==> config.mk <==
export PLATFORM = sky130hd
export DESIGN_NAME = flash_mode_ctl
export DESIGN_NICKNAME = d
export VERILOG_FILES = /design/src/rtl/fmc_pkg.sv /design/src/rtl/fmc_rst_sync.sv /design/src/rtl/fmc_wr_gate.sv /design/src/rtl/fmc_ctl_reg.sv /design/src/rtl/fmc_mode_dec.sv /design/src/rtl/flash_mode_ctl.sv
export SDC_FILE = /design/constraint.sdc
export NUM_CORES = 1
export LEC_CHECK = 0
export ABC_AREA = 1
export BUFFER_PORTS_ARGS = -buffer_cell sky130_fd_sc_hd__clkbuf_2
export CORE_AREA = 2 2 40 42
export DETAILED_ROUTE_END_ITERATION = 16
export DIE_AREA = 0 0 42 44
export GPL_ROUTABILITY_DRIVEN = 0
export HOLD_SLACK_MARGIN = 0.02
export PLACE_DENSITY_LB_ADDON = 0.2
export SYNTH_ARGS = -nofsm -noshare
export SYNTH_HDL_FRONTEND = slang
export SYNTH_SLANG_ARGS = --single-unit
==> constraint.sdc <==
create_clock -name clk -period 1.8 [get_ports clk]
set_input_delay 0.27 -clock clk [delete_from_list [all_inputs] [get_ports clk]]
set_output_delay 0.27 -clock clk [all_outputs]
set_load 0.03 [all_outputs]
==> src/rtl/fmc_pkg.sv <==
package fmc_pkg;
  localparam int FMC_W   = 8;
  localparam int B_HWE   = 7;
  localparam int B_SWE   = 6;
  localparam int B_ESU   = 5;
  localparam int B_PSU   = 4;
  localparam int B_EVF   = 3;
  localparam int B_PVF   = 2;
  localparam int B_ERS   = 1;
  localparam int B_PRG   = 0;
  localparam int N_MODE  = 4;
  localparam int RST_STG = 2;
endpackage

==> src/rtl/fmc_rst_sync.sv <==
module fmc_rst_sync #(
  parameter int STAGES = fmc_pkg::RST_STG
) (
  input  logic clk,
  input  logic rst_n,
  output logic rst_sync_n
);
  logic [STAGES-1:0] sh_q;
  logic [STAGES-1:0] sh_d;

  always_comb begin
    sh_d = {sh_q[STAGES-2:0], 1'b1};
  end

  always_ff @(posedge clk or negedge rst_n) begin
    if (!rst_n) sh_q <= '0;
    else        sh_q <= sh_d;
  end

  assign rst_sync_n = sh_q[STAGES-1];
endmodule

==> src/rtl/fmc_wr_gate.sv <==
module fmc_wr_gate #(
  parameter int W = fmc_pkg::FMC_W
) (
  input  logic         hwe,
  input  logic         swe,
  input  logic         esu,
  input  logic         psu,
  output logic [W-1:0] wmask
);
  import fmc_pkg::*;

  logic base_ok;

  always_comb begin
    base_ok        = hwe & swe;
    wmask          = '0;
    wmask[B_HWE]   = 1'b0;
    wmask[B_SWE]   = hwe;
    wmask[B_ESU]   = base_ok;
    wmask[B_PSU]   = base_ok;
    wmask[B_EVF]   = base_ok;
    wmask[B_PVF]   = base_ok;
    wmask[B_ERS]   = base_ok & esu;
    wmask[B_PRG]   = base_ok & psu;
  end
endmodule

==> src/rtl/fmc_ctl_reg.sv <==
module fmc_ctl_reg #(
  parameter int W = fmc_pkg::FMC_W
) (
  input  logic         clk,
  input  logic         rst_n,
  input  logic         pin,
  input  logic         stby,
  input  logic         flash_off,
  input  logic         wr_en,
  input  logic [W-1:0] wr_data,
  input  logic [W-1:0] wmask,
  output logic [W-1:0] q
);
  import fmc_pkg::*;

  localparam int LW = W - 1;

  logic          hwe_q;
  logic [LW-1:0] bits_q;
  logic [W-1:0]  nxt;
  logic          wr_act;
  logic          clr;
  logic          ld_en;

  assign q = {hwe_q, bits_q};

  always_comb begin
    wr_act = wr_en & ~flash_off;
    clr    = stby | ~pin;
    ld_en  = wr_act | clr;
    nxt    = q;
    if (wr_act) begin
      for (int i = 0; i < W; i++) begin
        if (wmask[i]) nxt[i] = wr_data[i];
      end
    end
    if (!nxt[B_SWE]) nxt[B_SWE-1:0] = '0;
    if (clr)         nxt[LW-1:0]    = '0;
    nxt[W-1] = pin;
  end

  always_ff @(posedge clk or negedge rst_n) begin
    if (!rst_n)     bits_q <= '0;
    else if (ld_en) bits_q <= nxt[LW-1:0];
  end

  always_ff @(posedge clk) begin
    hwe_q <= nxt[W-1];
  end
endmodule

==> src/rtl/fmc_mode_dec.sv <==
module fmc_mode_dec #(
  parameter int N = fmc_pkg::N_MODE
) (
  input  logic [N-1:0] req,
  output logic [N-1:0] onehot
);
  logic [N:0] taken;

  assign taken[0] = 1'b0;

  for (genvar g = 0; g < N; g++) begin : g_pri
    assign onehot[g]  = req[g] & ~taken[g];
    assign taken[g+1] = taken[g] | req[g];
  end
endmodule

==> src/rtl/flash_mode_ctl.sv <==
module flash_mode_ctl #(
  parameter int W = fmc_pkg::FMC_W
) (
  input  logic         clk,
  input  logic         rst_n,
  input  logic         hw_standby_i,
  input  logic         sw_standby_i,
  input  logic         wen_pin_i,
  input  logic         flash_off_i,
  input  logic         wr_en_i,
  input  logic [W-1:0] wr_data_i,
  output logic [W-1:0] rd_data_o,
  output logic         prog_o,
  output logic         erase_o,
  output logic         prog_vfy_o,
  output logic         erase_vfy_o
);
  import fmc_pkg::*;

  logic                rst_int_n;
  logic [W-1:0]        ctl_q;
  logic [W-1:0]        wmask;
  logic [N_MODE-1:0]   mode_oh;
  logic                stby;

  assign stby = hw_standby_i | sw_standby_i;

  fmc_rst_sync #(.STAGES(RST_STG)) u_rst (
    .clk        (clk),
    .rst_n      (rst_n),
    .rst_sync_n (rst_int_n)
  );

  fmc_wr_gate #(.W(W)) u_gate (
    .hwe   (ctl_q[B_HWE]),
    .swe   (ctl_q[B_SWE]),
    .esu   (ctl_q[B_ESU]),
    .psu   (ctl_q[B_PSU]),
    .wmask (wmask)
  );

  fmc_ctl_reg #(.W(W)) u_reg (
    .clk       (clk),
    .rst_n     (rst_int_n),
    .pin       (wen_pin_i),
    .stby      (stby),
    .flash_off (flash_off_i),
    .wr_en     (wr_en_i),
    .wr_data   (wr_data_i),
    .wmask     (wmask),
    .q         (ctl_q)
  );

  // request bits ordered by priority: program, erase, program-verify, erase-verify
  fmc_mode_dec #(.N(N_MODE)) u_dec (
    .req    ({ctl_q[B_EVF], ctl_q[B_PVF], ctl_q[B_ERS], ctl_q[B_PRG]}),
    .onehot (mode_oh)
  );

  assign rd_data_o   = flash_off_i ? '0 : ctl_q;
  assign prog_o      = mode_oh[0];
  assign erase_o     = mode_oh[1];
  assign prog_vfy_o  = mode_oh[2];
  assign erase_vfy_o = mode_oh[3];
endmodule

# Yosys cells after proc, flatten, opt, wreduce, memory -nomap -nowiden
# Cells that the tools add are included.
[totals] reg_bits=10 input_bits=15 output_inout_bits=12 elab_cells=41
[classes] eq_ne=4 mux=11 bitwise_logic=17 reduce_logical=3
[ops] op="$mux 7" count=2
[ops] op="$ne 3x2->1 const B" count=3
[ops] op="$reduce_and 3->1" count=3
[ops] op="$mux 8" count=1
[ops] op="$and 1x1->1" count=7
[ops] op="$mux 1" count=7
[ops] op="$mux 6" count=1
[ops] op="$not 1->1" count=5
[ops] op="$or 1x1->1" count=5
[ops] op="$ne 3x1->1 const B" count=1

# Longest topological paths before layout
[logic_depth] word_depth=6 mapped_depth=8 depth_no_buf=7

# Modules after synthesis
# From an unflattened synthesis, not the netlist that was laid out.
[hier_totals] cells_unflattened=111 area_unflattened_um2=714.4
[by_module_without_submodules] module="fmc_ctl_reg" n_inst=1 cells_each=66 area_each_um2=469.2 seq_area_each_um2=195.2
[by_module_without_submodules] module="flash_mode_ctl" n_inst=1 cells_each=20 area_each_um2=82.6 seq_area_each_um2=0.0
[by_module_without_submodules] module="fmc_wr_gate" n_inst=1 cells_each=13 area_each_um2=71.3 seq_area_each_um2=0.0
[by_module_without_submodules] module="fmc_rst_sync" n_inst=1 cells_each=3 area_each_um2=53.8 seq_area_each_um2=50.0
[by_module_without_submodules] module="fmc_mode_dec" n_inst=1 cells_each=9 area_each_um2=37.5 seq_area_each_um2=0.0

# Worst setup path before layout
# Ideal clock, no wire load.
[synth_timing] path_kind="reg-to-output" start="reg u_reg.bits_q[0]" end="out erase_vfy_o" arrival_time_ps=1320 required_ps=1530 setup_slack_ps=210 path_stages_with_launch=4 n_path_buf=0 path_cell_list="dfrtp_1 inv_1 nand2_1 nor3_1"
[synth_via] elab_chain_len=4
[synth_lines] element="start, declared" line="fmc_ctl_reg.sv:19" rtl="logic [LW-1:0] bits_q;"
[synth_lines] element="start signal, assigned" line="fmc_ctl_reg.sv:44" rtl="else if (ld_en) bits_q <= nxt[LW-1:0];"
[synth_lines] element="$or 1x1->1 (2 in series)" line="fmc_mode_dec.sv:13" rtl="assign taken[g+1] = taken[g] | req[g];"
[synth_lines] element="$not 1->1" line="fmc_mode_dec.sv:12" rtl="assign onehot[g] = req[g] & ~taken[g];"
[synth_lines] element="$and 1x1->1" line="fmc_mode_dec.sv:12"
[synth_lines] element="end, declared" line="flash_mode_ctl.sv:16" rtl="output logic erase_vfy_o"
# Every way passes these cells.

# Worst setup path after layout
# Ends and elaborated chain as after synthesis.

==> out/results.ini <==
[synthesis]
postSynthCellCount = 75
yosysMostFrequentCell = nand2_1
yosys.area.top_type = dfrtp_1
synthAdderAreaFrac_pct = 0
yosys-top-cells-area = dfrtp_1, nand2_1, nand4_1
yosys_warnings = 0
async_reset_ff_share_pct = 90.00
synth_nets = 90
synth_simple_gate_area_share_pct = 47.30
synthDominantCellAreaShare_pct = 37.34
synth_compound_area_share_pct = 0
seq_area_frac_synth_pct = 40.66
synth_cell_type_count = 17
synth_area_per_cell_um2 = 8.041
ys.flop_type = dfrtp_1
synth_edf_count = 0
synth_area_um2 = 603.1
synth-xor-area-share_pct = 0
ys_ff_latch = 10
synth_top_family_by_area = simple AND/OR/NAND/NOR gates
synth_mux_area_share_pct = 0
synth_commonest_cells = nand2_1, inv_1, nor2_1, dfrtp_1, nand4_1

[worst_setup_path]
cp_slowest_cell = dfrtp_1
crit_arrival_ns = 1.18
crit_path_end = erase_vfy_o
crit_chain = inv_1 -> nand2_1 -> nor3_1 -> clkbuf_2
startpoint = u_reg.bits_q[0]
r2r_slack_ns = 0.71
start_kind = register
critical_path_buf_inv_count = 2
reg2reg_to = u_reg.bits_q[5]
crit_type = register to output port
slowest_delay_ns = 0.41
path_depth = 4
r2r-start = u_reg.hwe_q
r2r_cells = 7
crit_required_ns = 1.53
crit_fanout = 4
path_delay_family = flip-flops
worstSetupEndpointType = output port

[floorplan]
fp.coreArea_mm2 = 0.001419
dieWidth_um = 42
fp-row-count = 14
start_util_pct = 42.50
die_h_um = 44
dieArea_mm2 = 0.001848
pin_count = 27

[outcome]
outcome = finished clean

[worst_hold_path]
min_path_type = register to async pin

[clocking]
cts_made_buffers = 3
clock_latency_ns = 0.26
cts.repair.resized = 0
htree_levels = 1
root_buffer = clkbuf_4
clkTransAtPathRegs_ns = 0.07
tritoncts = built
cts_buffer_depth = 2
cts_num_sinks = 10

[timing]
finClkSkew_ns = 0.009371
whs_ns = 0.1028
hold_violations = 0
fmaxAchievable_ghz = 0.6891
rsz0062_at_grt = false
fin_crit_sh_pct = 80.62
tns_ns = 0
min_period_ns = 1.451
report.final.slew_viol_count = 0
worst_slack_ns = 0.3489
setup_viol = 0

[global_route]
grt_pass1_wl_um = 2056
grt_max_degree = 10
antenna_found_initial = 0
grt_pass1_vias = 489
grt_usage_pct = 14.80
grt_overflow = 0

[placed_design]
hpwl_um = 992.1
portBuffers = 25
pre_cts_ws_ns = 0.6104

[final_layout]
drive_gt1_share_pct = 36.54
utilization_pct = 54.50
area_growth_pct = 28.22
antenna_cells = 0
nNetsFinal = 120

[routing]
routedWlPerCell_um = 9.867
drc_errors = 0
antenna_left = 0
dr.pass1.iters = 4
routed-wl-met2_um = 606
highest_layer = met4
via_per_inst = 4.517
drt_iter0_drc = 6
route.met3.wl_um = 40
drt-met1-wl_um = 532
wirelength_um = 1184
via_count = 542

[power_and_ir_drop]
peakVddDrop_uv = 321.7
power.leakage_nw = 0.4530
p_total_mw = 0.4438
power_per_cell_area_mw_per_mm2 = 574.0

[flow_run]
cap_violations = 0

stage by stage:
step                instance area, um2  cells
floorplan                        603.1     75
global placement                 737.0    115
detailed placement               737.0    115
CTS                              773.2    120
global route                     773.2    120
finish                           773.2    120
layout by cell type, fill, tap and decap left out, types with 2 or more instances in the layout:
master,netlist,routed
clkbuf_2,0,25
clkbuf_4,0,3
dfrtp_1,9,9
inv_1,13,13
nand2_1,18,18
nand2_2,2,2
nand2_4,2,2
nand4_1,9,9
nor2_1,11,11
nor2_8,2,2
worst min-delay path by stage:
stage | depth (start not counted) | start | end
final | 0 | u_rst.sh_q[1] | u_reg.bits_q[4]
after global routing | 1 | wen_pin_i | u_reg.hwe_q
after CTS | 0 | u_rst.sh_q[1] | u_reg.bits_q[4]
after detailed placement | 1 | rst_n | u_rst.sh_q[0]
after global placement | 1 | rst_n | u_rst.sh_q[0]
after floorplan | 0 | rst_n | u_rst.sh_q[0]
logic make-up (layout without fill, tap and decap cells):
logic type,count (synthesis),in the layout
buffers and inverters,15,44
flip-flops,10,10
other,1,1
AND/OR/NAND/NOR,49,49
layer usage:
metal	vias to the layer above	global-route usage (%)
li1	290	-
met3	2	1.250
met4	0	7.742
met2	11	25.31
met1	239	18.70
met5	-	0
repair_timing:
action	4_1_cts	5_1_grt
endpoints found under the hold margin	2	0
buffers inserted	0	0
hold buffers	1	0
layout make-up:
class | instances | area, um2
clock buffer | 4 | 26.28
fill | 151 | 645.6
inverter | 14 | 57.56
multi-input combinational | 50 | 289.0
sequential | 10 | 245.2
tap | 16 | 20.02
timing repair buffer | 26 | 135.1
where the power goes:
part           internal [mW]  switching, mW
Sequential             0.228        0.00483
Combinational         0.0202         0.0317
Clock                 0.0854         0.0736
worst register-to-register path, stage by stage (launching register included):
cell and delay [ns]:
dfxtp_1 0.39, inv_1 0.07, nor2_2 0.10, nand3_1 0.12, nand4_1 0.11, nand2_2 0.08
nand2_1 0.07, nand2_1 0.04
flip-flops by register name, indices dropped and copies added, names as in the netlist:
signal	count
u_reg.hwe_q	1
u_rst.sh_q	2
u_reg.bits_q	7
(Power assumes the default switching activity.)
